$ cat config.mk
export PLATFORM = sky130hd
export DESIGN_NAME = cohm_node_ctrl
export DESIGN_NICKNAME = d
export VERILOG_FILES = /design/src/rtl/cohm_pkg.sv /design/src/rtl/cohm_line_store.sv /design/src/rtl/cohm_msg_out.sv /design/src/rtl/cohm_node_ctrl.sv
export SDC_FILE = /design/constraint.sdc
export NUM_CORES = 1
export LEC_CHECK = 0
export ABC_AREA = 1
export ABC_CLOCK_PERIOD_IN_PS = 7000
export BUFFER_PORTS_ARGS = -buffer_cell sky130_fd_sc_hd__buf_2
export CAP_MARGIN = 15
export CORE_ASPECT_RATIO = 1.5
export CORE_MARGIN = 2
export CORE_UTILIZATION = 50
export CTS_BUF_LIST = sky130_fd_sc_hd__clkbuf_8
export DETAILED_ROUTE_END_ITERATION = 16
export HOLD_SLACK_MARGIN = 0.02
export PLACE_DENSITY = 0.72
export SYNTH_ARGS = -nofsm -noshare
export SYNTH_HDL_FRONTEND = slang
export SYNTH_SLANG_ARGS = --single-unit
$ cat constraint.sdc
create_clock -name clk -period 7 [get_ports clk]
set_clock_uncertainty 0.2 [all_clocks]
set_input_delay 1.4 -clock clk [delete_from_list [all_inputs] [get_ports clk]]
set_output_delay 1.4 -clock clk [all_outputs]
set_load 0.01 [all_outputs]
$ cat src/rtl/cohm_pkg.sv
package cohm_pkg;

    localparam int CW_ADDR = 10;
    localparam int CW_DATA = 16;

    typedef enum logic [1:0] {
        LN_INV = 2'd0,
        LN_SHR = 2'd1,
        LN_EXC = 2'd2
    } line_st_e;

    typedef enum logic [2:0] {
        M_RDMISS   = 3'd0,
        M_WRMISS   = 3'd1,
        M_INVAL    = 3'd2,
        M_FETCH    = 3'd3,
        M_FETCHINV = 3'd4,
        M_REPLY    = 3'd5,
        M_WBACK    = 3'd6
    } msg_e;

    typedef struct packed {
        msg_e                kind;
        logic [CW_ADDR-1:0]  addr;
        logic [CW_DATA-1:0]  data;
    } msg_t;

    function automatic msg_t mk_msg(msg_e k, logic [CW_ADDR-1:0] a, logic [CW_DATA-1:0] d);
        msg_t m;
        m.kind = k;
        m.addr = a;
        m.data = d;
        return m;
    endfunction

endpackage

$ cat src/rtl/cohm_line_store.sv
module cohm_line_store
    import cohm_pkg::*;
#(
    parameter int N_LINES = 4,
    parameter int TAG_W   = 8,
    parameter int DATA_W  = 16,
    localparam int IDX_W  = $clog2(N_LINES)
) (
    input  logic              clk,
    input  logic              rst,
    input  logic [IDX_W-1:0]  ra_idx,
    output line_st_e          ra_st,
    output logic [TAG_W-1:0]  ra_tag,
    output logic [DATA_W-1:0] ra_data,
    input  logic [IDX_W-1:0]  rb_idx,
    output line_st_e          rb_st,
    output logic [TAG_W-1:0]  rb_tag,
    output logic [DATA_W-1:0] rb_data,
    input  logic              wr_en,
    input  logic [IDX_W-1:0]  wr_idx,
    input  line_st_e          wr_st,
    input  logic [TAG_W-1:0]  wr_tag,
    input  logic [DATA_W-1:0] wr_data
);

    line_st_e          st_all  [N_LINES];
    logic [TAG_W-1:0]  tag_all [N_LINES];
    logic [DATA_W-1:0] dat_all [N_LINES];

    for (genvar i = 0; i < N_LINES; i++) begin : g_line
        line_st_e          st_r;
        logic [TAG_W-1:0]  tag_r;
        logic [DATA_W-1:0] dat_r;

        always_ff @(posedge clk) begin
            if (rst) begin
                st_r  <= LN_INV;
                tag_r <= '0;
                dat_r <= '0;
            end else if (wr_en && wr_idx == IDX_W'(i)) begin
                st_r  <= wr_st;
                tag_r <= wr_tag;
                dat_r <= wr_data;
            end
        end

        assign st_all[i]  = st_r;
        assign tag_all[i] = tag_r;
        assign dat_all[i] = dat_r;
    end

    assign ra_st   = st_all[ra_idx];
    assign ra_tag  = tag_all[ra_idx];
    assign ra_data = dat_all[ra_idx];
    assign rb_st   = st_all[rb_idx];
    assign rb_tag  = tag_all[rb_idx];
    assign rb_data = dat_all[rb_idx];

endmodule

$ cat src/rtl/cohm_msg_out.sv
module cohm_msg_out
    import cohm_pkg::*;
(
    input  logic clk,
    input  logic rst,
    input  logic load,
    input  msg_t load_msg,
    output logic out_valid,
    input  logic out_ready,
    output msg_t out_msg
);

    always_ff @(posedge clk) begin
        if (rst) begin
            out_valid <= 1'b0;
            out_msg   <= mk_msg(M_RDMISS, '0, '0);
        end else begin
            if (out_valid && out_ready) out_valid <= 1'b0;
            if (load) begin
                out_valid <= 1'b1;
                out_msg   <= load_msg;
            end
        end
    end

    // a waiting message is neither dropped nor altered
    p_hold_r9: assert property (@(posedge clk) disable iff (rst)
        (out_valid && !out_ready) |=> (out_valid && $stable(out_msg)));

    // the register is only loaded when it is empty
    always_ff @(posedge clk) begin
        if (!rst) p_load_free_r9: assert (!(load && out_valid));
    end

endmodule

$ cat src/rtl/cohm_node_ctrl.sv
module cohm_node_ctrl
    import cohm_pkg::*;
#(
    parameter int N_LINES = 4,
    parameter int NODE_W  = 4,
    parameter int NODE_ID = 5
) (
    input  logic               clk,
    input  logic               rst,
    input  logic               cpu_req,
    input  logic               cpu_we,
    input  logic [CW_ADDR-1:0] cpu_addr,
    input  logic [CW_DATA-1:0] cpu_wdata,
    output logic               cpu_stall,
    output logic               cpu_done,
    output logic [CW_DATA-1:0] cpu_rdata,
    output logic               out_valid,
    input  logic               out_ready,
    output logic [2:0]         out_kind,
    output logic [NODE_W-1:0]  out_node,
    output logic [CW_ADDR-1:0] out_addr,
    output logic [CW_DATA-1:0] out_data,
    input  logic               in_valid,
    output logic               in_ready,
    input  logic [2:0]         in_kind,
    input  logic [CW_ADDR-1:0] in_addr,
    input  logic [CW_DATA-1:0] in_data
);

    localparam int IDX_W = $clog2(N_LINES);
    localparam int TAG_W = CW_ADDR - IDX_W;

    typedef enum logic [1:0] {F_IDLE, F_SEND, F_WAIT, F_DONE} fsm_e;

    fsm_e               fsm_q, fsm_n;
    logic [CW_ADDR-1:0] r_addr;
    logic               r_we;
    logic [CW_DATA-1:0] r_wdata;
    logic [CW_DATA-1:0] rdata_q, rdata_n;
    logic               rdata_ld, start;

    logic [IDX_W-1:0]   ra_idx, rb_idx, wr_idx;
    line_st_e           ra_st, rb_st, wr_st;
    logic [TAG_W-1:0]   ra_tag, rb_tag, wr_tag;
    logic [CW_DATA-1:0] ra_data, rb_data, wr_data;
    logic               wr_en;

    logic               ld;
    msg_t               ld_msg, om;

    logic [CW_ADDR-1:0] cur_addr;
    logic [TAG_W-1:0]   ctag, itag;
    logic               c_hit, i_hit, in_fire;
    msg_e               ikind;

    // directory-request reaction
    logic               dir_wr_en, dir_ld;
    line_st_e           dir_wr_st;
    msg_t               dir_msg;

    assign ikind    = msg_e'(in_kind);
    assign cur_addr = (fsm_q == F_IDLE) ? cpu_addr : r_addr;
    assign ra_idx   = cur_addr[IDX_W-1:0];
    assign ctag     = cur_addr[CW_ADDR-1:IDX_W];
    assign c_hit    = (ra_st != LN_INV) && (ra_tag == ctag);
    assign rb_idx   = in_addr[IDX_W-1:0];
    assign itag     = in_addr[CW_ADDR-1:IDX_W];
    assign i_hit    = (rb_st != LN_INV) && (rb_tag == itag);
    assign in_ready = !out_valid && (fsm_q == F_IDLE || fsm_q == F_WAIT);
    assign in_fire  = in_valid && in_ready;

    cohm_line_store #(
        .N_LINES (N_LINES),
        .TAG_W   (TAG_W),
        .DATA_W  (CW_DATA)
    ) u_store (
        .clk     (clk),
        .rst     (rst),
        .ra_idx  (ra_idx),
        .ra_st   (ra_st),
        .ra_tag  (ra_tag),
        .ra_data (ra_data),
        .rb_idx  (rb_idx),
        .rb_st   (rb_st),
        .rb_tag  (rb_tag),
        .rb_data (rb_data),
        .wr_en   (wr_en),
        .wr_idx  (wr_idx),
        .wr_st   (wr_st),
        .wr_tag  (wr_tag),
        .wr_data (wr_data)
    );

    cohm_msg_out u_out (
        .clk       (clk),
        .rst       (rst),
        .load      (ld),
        .load_msg  (ld_msg),
        .out_valid (out_valid),
        .out_ready (out_ready),
        .out_msg   (om)
    );

    always_comb begin
        dir_wr_en = 1'b0;
        dir_wr_st = rb_st;
        dir_ld    = 1'b0;
        dir_msg   = mk_msg(M_WBACK, in_addr, rb_data);
        if (i_hit) begin
            unique case (ikind)
                M_INVAL: begin
                    dir_wr_en = 1'b1;
                    dir_wr_st = LN_INV;
                end
                M_FETCH: if (rb_st == LN_EXC) begin
                    dir_wr_en = 1'b1;
                    dir_wr_st = LN_SHR;
                    dir_ld    = 1'b1;
                end
                M_FETCHINV: if (rb_st == LN_EXC) begin
                    dir_wr_en = 1'b1;
                    dir_wr_st = LN_INV;
                    dir_ld    = 1'b1;
                end
                default: ;
            endcase
        end
    end

    always_comb begin
        fsm_n    = fsm_q;
        wr_en    = 1'b0;
        wr_idx   = rb_idx;
        wr_st    = rb_st;
        wr_tag   = rb_tag;
        wr_data  = rb_data;
        ld       = 1'b0;
        ld_msg   = dir_msg;
        rdata_ld = 1'b0;
        rdata_n  = ra_data;
        start    = 1'b0;
        unique case (fsm_q)
            F_IDLE: begin
                if (in_fire) begin
                    wr_en = dir_wr_en;
                    wr_st = dir_wr_st;
                    ld    = dir_ld;
                end else if (cpu_req && !out_valid) begin
                    start = 1'b1;
                    if (!cpu_we && c_hit) begin
                        rdata_ld = 1'b1;
                        fsm_n    = F_DONE;
                    end else if (cpu_we && c_hit && ra_st == LN_EXC) begin
                        wr_en   = 1'b1;
                        wr_idx  = ra_idx;
                        wr_st   = LN_EXC;
                        wr_tag  = ctag;
                        wr_data = cpu_wdata;
                        fsm_n   = F_DONE;
                    end else if (ra_st == LN_EXC && ra_tag != ctag) begin
                        ld      = 1'b1;
                        ld_msg  = mk_msg(M_WBACK, {ra_tag, ra_idx}, ra_data);
                        wr_en   = 1'b1;
                        wr_idx  = ra_idx;
                        wr_st   = LN_INV;
                        wr_tag  = ra_tag;
                        wr_data = ra_data;
                        fsm_n   = F_SEND;
                    end else begin
                        ld     = 1'b1;
                        ld_msg = mk_msg(cpu_we ? M_WRMISS : M_RDMISS, cpu_addr, '0);
                        fsm_n  = F_WAIT;
                    end
                end
            end
            F_SEND: begin
                if (!out_valid) begin
                    ld     = 1'b1;
                    ld_msg = mk_msg(r_we ? M_WRMISS : M_RDMISS, r_addr, '0);
                    fsm_n  = F_WAIT;
                end
            end
            F_WAIT: begin
                if (in_fire) begin
                    if (ikind == M_REPLY) begin
                        wr_en    = 1'b1;
                        wr_idx   = ra_idx;
                        wr_st    = r_we ? LN_EXC : LN_SHR;
                        wr_tag   = ctag;
                        wr_data  = r_we ? r_wdata : in_data;
                        rdata_ld = 1'b1;
                        rdata_n  = in_data;
                        fsm_n    = F_DONE;
                    end else begin
                        wr_en = dir_wr_en;
                        wr_st = dir_wr_st;
                        ld    = dir_ld;
                    end
                end
            end
            F_DONE: fsm_n = F_IDLE;
            default: fsm_n = F_IDLE;
        endcase
    end

    always_ff @(posedge clk) begin
        if (rst) begin
            fsm_q   <= F_IDLE;
            r_addr  <= '0;
            r_we    <= 1'b0;
            r_wdata <= '0;
            rdata_q <= '0;
        end else begin
            fsm_q <= fsm_n;
            if (start) begin
                r_addr  <= cpu_addr;
                r_we    <= cpu_we;
                r_wdata <= cpu_wdata;
            end
            if (rdata_ld) rdata_q <= rdata_n;
        end
    end

    assign cpu_done  = (fsm_q == F_DONE);
    assign cpu_stall = cpu_req && !cpu_done;
    assign cpu_rdata = rdata_q;
    assign out_kind  = om.kind;
    assign out_addr  = om.addr;
    assign out_data  = om.data;
    assign out_node  = NODE_W'(NODE_ID);

    // an owned line hit by a fetch answers with a write-back of that address
    p_fetch_wb_r6: assert property (@(posedge clk) disable iff (rst)
        (in_fire && ikind == M_FETCH && i_hit && rb_st == LN_EXC)
        |=> (out_valid && out_kind == 3'd6 && out_addr == $past(in_addr)));

    // same for fetch-and-invalidate
    p_fetchinv_wb_r7: assert property (@(posedge clk) disable iff (rst)
        (in_fire && ikind == M_FETCHINV && i_hit && rb_st == LN_EXC)
        |=> (out_valid && out_kind == 3'd6 && out_addr == $past(in_addr)));

    // a request for an absent line produces nothing
    p_absent_quiet_r10: assert property (@(posedge clk) disable iff (rst)
        (in_fire && !i_hit && (ikind == M_INVAL || ikind == M_FETCH || ikind == M_FETCHINV))
        |=> !out_valid);

    // while the miss waits behind an eviction only the write-back is on the port
    p_wb_first_r8: assert property (@(posedge clk) disable iff (rst)
        (fsm_q == F_SEND && out_valid) |-> (out_kind == 3'd6));

    // an access never completes with a message still pending
    p_done_quiet_r11: assert property (@(posedge clk) disable iff (rst)
        cpu_done |-> !out_valid);

endmodule

### Yosys cells after proc, flatten, opt, wreduce, memory -nomap -nowiden

Index checks and enable logic that the tools add are counted.

| storage, ports and cells | value |
|---|---|
| output and inout port bits | 53 |
| input port bits | 61 |
| flip-flop bits (word level) | 179 |

| operators by class | value |
|---|---|
| equal/unequal tests | 20 |
| bitwise gates (word level) | 2 |
| reductions and logical operators | 26 |
| order comparisons | 2 |
| multiplexer cells | 110 |

Operator list:

| kind | count |
|---|---|
| $mux W16 | 15 |
| $mux W29 | 6 |
| $mux W8 | 11 |
| $bmux W16 S2 | 2 |
| $mux W2 | 30 |
| $pmux W29 S2 | 1 |
| $bmux W8 S2 | 2 |
| $pmux W16 S2 | 1 |
| $mux W1 | 30 |
| $eq A8 B8 Y1 | 2 |
| $pmux W8 S2 | 1 |
| $logic_and A1 B1 Y1 | 15 |
| $eq A2 B2 Y1 const B | 6 |
| $mux W10 | 1 |
| $bmux W2 S2 | 2 |
| $ne A8 B8 Y1 | 1 |
| $pmux W2 S2 | 2 |
| $pmux W2 S4 | 1 |
| $eq A3 B2 Y1 const B | 2 |
| $eq A3 B3 Y1 const B | 2 |
| $ge A3 B3 Y1 const B | 2 |
| $ne A2 B2 Y1 const B | 3 |
| $not A2 Y3 | 2 |
| $pmux W1 S2 | 3 |
| other kinds (10) | 17 |

### Longest topological paths before layout

| logic depth | value |
|---|---|
| depth in word-level cells | 17 |
| depth in mapped cells | 27 |
| gate-level depth less buffers | 25 |

### Modules after synthesis

From an unflattened synthesis, not the netlist that was laid out.

| second synthesis, totals | value |
|---|---|
| cells, all modules | 1973 |
| area total of the unflattened synthesis | 11870.1 um^2 |

Modules (own cells, without submodules):

| module | area an instance (um^2) | seq. area each (um^2) | cells an instance | instances |
|---|---|---|---|---|
| cohm_line_store | 5851.9 | 2082.0 | 964 | 1 |
| cohm_node_ctrl | 4927.2 | 900.9 | 878 | 1 |
| cohm_msg_out | 1091.0 | 600.6 | 131 | 1 |

### Worst setup path after synthesis

OpenSTA, ideal clock, no wires.

| path | value |
|---|---|
| path type | input to register |
| from | input port cpu_addr[0] |
| to | register u_store.g_line[1].dat_r[10] |
| setup time | 0.113 ns |
| data arrival time | 3.482 ns |
| setup slack | 3.205 ns |
| cell stages on the path | 21 |
| data required time | 6.687 ns |
| path through | nand2_1 > clkbuf_1 > nand3_1 > nand3_1 > nand3_1 > nand2_1 > clkinv_1 > nand2_1 > nor2_2 > nand2_2 > nand2_4 > nand2_2 > buf_6 > nand3_2 > nand3_4 > nand3_2 > nor2_4 > buf_2 > nand2_1 > nand2_1 > nor2_1 |

| on the way | value |
|---|---|
| longest elaborated chain between the ends | 16 |

RTL lines:

| item | line | RTL |
|---|---|---|
| from (decl) | cohm_node_ctrl.sv:12 | `input logic [CW_ADDR-1:0] cpu_addr,` |
| $mux W10 * | cohm_node_ctrl.sv:62 | `assign cur_addr = (fsm_q == F_IDLE) ? cpu_addr : r_addr;` |
| $not A2 Y3 (not written as such) | cohm_line_store.sv:52, cohm_line_store.sv:53, cohm_line_store.sv:54 |  |
| $bmux W8 S2 / $bmux W2 S2 (equally long branches) | cohm_line_store.sv:53, cohm_line_store.sv:52 |  |
| $mux W8 (not written as such) / $mux W2 (equally long branches) (2 in a row) | cohm_line_store.sv:53, cohm_line_store.sv:52 |  |
| $eq A8 B8 Y1 / $reduce_bool A2 Y1 (equally long branches) | cohm_node_ctrl.sv:65 | `assign c_hit = (ra_st != LN_INV) && (ra_tag == ctag);` |
| $logic_and A1 B1 Y1 | cohm_node_ctrl.sv:65 |  |
| $logic_and A1 B1 Y1 (2 in a row) | cohm_node_ctrl.sv:153 | `end else if (cpu_we && c_hit && ra_st == LN_EXC) begin` |
| $mux W2 | cohm_node_ctrl.sv:153 |  |
| $mux W2 | cohm_node_ctrl.sv:150 | `if (!cpu_we && c_hit) begin` |
| $mux W2 | cohm_node_ctrl.sv:148 | `end else if (cpu_req && !out_valid) begin` |
| $mux W2 | cohm_node_ctrl.sv:144 | `if (in_fire) begin` |
| $pmux W2 S2 | cohm_node_ctrl.sv:142 | `unique case (fsm_q)` |
| $eq A2 B1 Y1 | cohm_line_store.sv:40 | `end else if (wr_en && wr_idx == IDX_W'(i)) begin` |
| $logic_and A1 B1 Y1 | cohm_line_store.sv:40 |  |
| to (signal assigned) | cohm_line_store.sv:43 | `dat_r <= wr_data;` |
| to (decl) | cohm_line_store.sv:33 | `logic [DATA_W-1:0] dat_r;` |

Every way passes the cells marked *; elsewhere a longest branch is shown, timed or not. The select of a mux whose other input is x is not followed.
A chain may end at the register's enable or synchronous reset.

### Final worst setup path

| path | value |
|---|---|
| from | register fsm_q[0] |
| to | register u_store.g_line[1].tag_r[4] |

| on the way | value |
|---|---|
| longest elaborated chain between the ends | 17 |

RTL lines:

| item | line | RTL |
|---|---|---|
| from (decl) | cohm_node_ctrl.sv:35 | `fsm_e fsm_q, fsm_n;` |
| from (signal assigned) | cohm_node_ctrl.sv:214 | `fsm_q <= fsm_n;` |
| $logic_not A2 Y1 | cohm_node_ctrl.sv:62, cohm_node_ctrl.sv:69, cohm_node_ctrl.sv:142 |  |
| $mux W10 | cohm_node_ctrl.sv:62 |  |
| $not A2 Y3 (not written as such) | cohm_line_store.sv:52, cohm_line_store.sv:53 |  |
| $bmux W8 S2 / $bmux W2 S2 (equally long branches) | cohm_line_store.sv:53, cohm_line_store.sv:52 |  |
| $mux W8 (not written as such) / $mux W2 (equally long branches) (2 in a row) | cohm_line_store.sv:53, cohm_line_store.sv:52 |  |
| $eq A8 B8 Y1 / $reduce_bool A2 Y1 (equally long branches) | cohm_node_ctrl.sv:65 |  |
| $logic_and A1 B1 Y1 | cohm_node_ctrl.sv:65 |  |
| $logic_and A1 B1 Y1 (2 in a row) | cohm_node_ctrl.sv:153 |  |
| $mux W2 | cohm_node_ctrl.sv:153 |  |
| $mux W2 | cohm_node_ctrl.sv:150 |  |
| $mux W2 | cohm_node_ctrl.sv:148 |  |
| $mux W2 | cohm_node_ctrl.sv:144 |  |
| $pmux W2 S2 | cohm_node_ctrl.sv:142 |  |
| $eq A2 B1 Y1 | cohm_line_store.sv:40 |  |
| $logic_and A1 B1 Y1 | cohm_line_store.sv:40 |  |
| to (signal assigned) | cohm_line_store.sv:42 | `tag_r <= wr_tag;` |
| to (decl) | cohm_line_store.sv:32 | `logic [TAG_W-1:0] tag_r;` |

Several ways; a longest one is shown, not always the timed one. The select of a mux whose other input is x is not followed.

==> impl_metrics.py <==
metrics = {
    "outcome": {
        "status": "complete, no violations",
    },
    "logic_synthesis": {
        "synth_cells": 1974,
        "syn_area_per_cell_sq_um": 5.91,
        "synth.top_cell.area_share_pct": 30.5,
        "yosysTopAreaCell": "dfxtp_1",
        "ys_types": 48,
        "synth-seq-cells": 178,
        "synthMuxAreaShare_pct": 0,
        "synth_compound_area_share_pct": 17.9,
        "ys_seq_area_share_pct": 30.5,
        "synth_area_leaders": "dfxtp_1 31%, nand2_1 17%, nor2_1 12%",
        "yosys.area_share.simple_pct": 39.2,
        "yosys.area_share.xor_xnor_pct": 0.375,
        "netlist_area_sq_um": 11700,
        "synth_top_family_by_area": "simple AND/OR/NAND/NOR gates",
        "ys_warn_count": 0,
        "synth_adder_area_share_pct": 0.536,
    },
    "pwr": {
        "power_switching_w": 0.00274,
        "pwr-share-clk_pct": 15.2,
        "power_density_nw_per_um2": 411,
        "power_w": 0.00520,
        "cellInternalPower_w": 0.00246,
        "ir_drop_v": 0.000172,
        "swShare_pct": 52.7,
        "p_seq_share_pct": 25.9,
        "power.leakage_nw": 5.83,
        "pwr-share-comb_pct": 58.8,
    },
    "global_route": {
        "antenna_found_initial": 0,
        "grt_use_total_pct": 31.1,
        "grt_overflow": 0,
        "grt_max_degree": 95,
        "grt_pass1_wl_um": 60600,
        "grt_pass1_vias": 11400,
    },
    "place": {
        "dp.final_hpwl_um": 27700,
        "post_dp_cell_area_sq_um": 12200,
        "port_buffers": 109,
        "gp_congestion": 0.992,
    },
    "setup_path": {
        "cpPeakStageDelay_ns": 0.61,
        "cp.arrival_ns": 5.71,
        "crit_buf_inv": 6,
        "critical_path.most_common_cell": "nand2_1",
        "cp.required_ns": 7.20,
        "cpMaxStageDelayCell": "ha_2",
        "cp_max_fo": 39,
        "start_kind": "flip-flop",
        "cp_top_family": "simple AND/OR/NAND/NOR gates",
        "path_class": "flip-flop to flip-flop",
        "end_kind": "flip-flop",
        "path_cells": "inv_1 > ha_2 > inv_2 > nand2_2 > nand2_2 > o211ai_1 > o21ai_1 > inv_2 > nand2_1 > inv_1 > nand2_4 > nand2_2 > nand2_4 > nand2_1 > nand3_1 > nand2_4 > inv_4 > nor2_4 > buf_12 > nand2_1 > nand2_1 > nor2_1",
    },
    "flow_run": {
        "maxCapViolCount": 0,
    },
    "clock_network": {
        "cts_resized": 0,
        "cts_tree": "done",
        "clk_path_buf_depth": 2,
        "clock-sinks": 178,
        "numCtsBuffers": 17,
        "hold_buffers": 0,
        "clk_pin_slew_ns": 0.10,
        "cts-root-buf": "clkbuf_8",
        "ctsHtreeMaxLevel": 4,
        "cts_setup_buffers": 0,
        "clk_latency_ns": 0.51,
    },
    "timing": {
        "hold_viol": 0,
        "finalSetupViolCount": 0,
        "min_period_ns": 5.51,
        "relSlewSlack_pct": 33.3,
        "worst_pin_slew_ns": 0.993,
        "setup-tns-final_ns": 0,
        "maxSlewViolCount": 0,
        "max_freq_ghz": 0.182,
        "hold_ws_ns": 0.258,
        "fin_crit_sh_pct": 78.7,
        "rsz0062_at_grt": "false",
    },
    "worst_hold_path": {
        "hold_path.class": "flip-flop to flip-flop",
    },
    "route": {
        "routed_via_density": 5.61,
        "post-route-drc-count": 0,
        "routed_wl_um": 38800,
        "num_vias": 12900,
        "drt_iter0_markers": 1502,
        "ant_nets": 0,
        "drt_first_pass_iters": 8,
        "wl_per_cell_um": 16.9,
    },
    "floorplanning": {
        "core_sq_um": 23000,
        "fp.dieArea_sq_um": 24600,
        "die_w_um": 129,
        "start_util_pct": 50.8,
        "io_pins": 114,
        "num_rows": 68,
        "die_h_um": 191,
    },
    "finish": {
        "nets": 2072,
        "finish.instance_area_sq_um": 12600,
        "seqCellArea_sq_um": 3560,
        "nFillCells": 2371,
        "num_antenna_cells": 0,
        "drive_above_1_share_pct": 11.0,
        "multiInputGateArea_sq_um": 6800,
        "area_delta_synth_final_pct": 8.36,
    },
}
[cells in the mapped netlist, drive strengths merged]
master,n
ha,5
and3,3
o2bb2ai,1
a32oi,8
o32a,1
o2111ai,1
a21boi,5
o22ai,25
o21a,2
or2,7
clkbuf,61
nand3b,15
a211oi,10
o221ai,1
dfxtp,178
buf,66
a221oi,4
a31oi,11
a22oi,4
nand3,145
a32o,7
o21ai,158
xor2,5
nand2,537
conb,2
nor3,3
nor2,377
o211ai,13
nand4,16
clkinv,4
inv,182
a21oi,116
o31ai,1
[worst register-to-register path, delay by kind of cell, from the launching register on]
family | cells | cell delay, ns
simple gates | 13 | 2.55
buf+inv | 6 | 1.18
fa+ha+maj | 1 | 0.61
compound gates | 2 | 0.52
flops | 1 | 0.36
[cells by family after synthesis]
kind of cell | count (synthesis)
buffers and inverters | 313
and+or+nand+nor | 1103
other | 2
adders and majority gates | 5
DFF | 178
xor gates and xnor gates | 5
AOI/OAI and AO/OA | 368
[power groups by stage]
stage	logic [W]	registers, W	clock network, W
final	0.00306	0.00135	0.000792
after global routing	0.00336	0.00137	0.000837
after CTS	0.00299	0.00135	0.000799
after detailed placement	0.00298	0.00137	0
after global placement	0.00296	0.00136	0
after floorplan	0.00210	0.00139	0
[sequential cells by signal (all words and copies together) (netlist names)]
name and flops:
fsm_q 2, r_we 1, u_store.g_line.dat_r 64, u_out.out_msg 28
u_store.g_line.st_r 8, cpu_rdata 16, u_store.g_line.tag_r 32, r_addr 10
r_wdata 16, u_out.out_valid 1
[layer usage]
layer | vias up | GRT usage (%) | part of all wire [%]
li1 | 6391 | - | -
met1 | 5807 | 43.1 | 44
met2 | 618 | 49.3 | 45
met3 | 74 | 5.35 | 8.3
met4 | 0 | 9.28 | 2.3
met5 | - | 0 | 0
[worst paths after layout]
| check | startpoint | to | slack, ns | depth (start not counted) |
|---|---|---|---|---|
| worst max register to register | fsm_q[0]$_SDFFE_PP0P_ | u_store.g_line[1].tag_r[4]$_SDFFE_PP0P_ | 1.49 | 22 |
| worst min register to register | r_wdata[5]$_SDFFE_PP0P_ | r_wdata[5]$_SDFFE_PP0P_ | 0.26 | 2 |
| worst min-delay path | r_wdata[5]$_SDFFE_PP0P_ | r_wdata[5]$_SDFFE_PP0P_ | 0.26 | 2 |
| worst max-delay path | fsm_q[0]$_SDFFE_PP0P_ | u_store.g_line[1].tag_r[4]$_SDFFE_PP0P_ | 1.49 | 22 |
[per-stage QoR]
stage / cells / utilization [%] / setup slack, ns
floorplan: 1976 / - / 3.21
global placement: 2267 / 53.2 / 1.42
detailed placement: 2267 / 53.2 / 1.26
CTS: 2299 / 55.1 / 1.56
global route: 2299 / 55.1 / 1.03
finish: 2299 / 55.1 / 1.49
[layout make-up]
type / count / share of cell area [%]
Clock buffer: 17 / 1.85
Clock inverter: 15 / 1.55
Inverter: 186 / 5.56
Multi-Input combinational cell: 1485 / 53.8
Sequential cell: 178 / 28.2
Tap cell: 280 / 2.77
Timing Repair Buffer: 138 / 6.33
[cell usage in the layout (no fill, tap or decap), types with 15 or more instances in the layout]
master,n
nor2_1,367
dfxtp_1,178
o21ai_0,140
a21oi_1,115
nand4_1,16
o21ai_1,16
nand2_1,527
nand3_1,139
inv_1,167
nand3b_1,15
o22ai_1,25
clkbuf_8,17
buf_4,26
buf_2,109
Power figures use the tool's default switching activity.
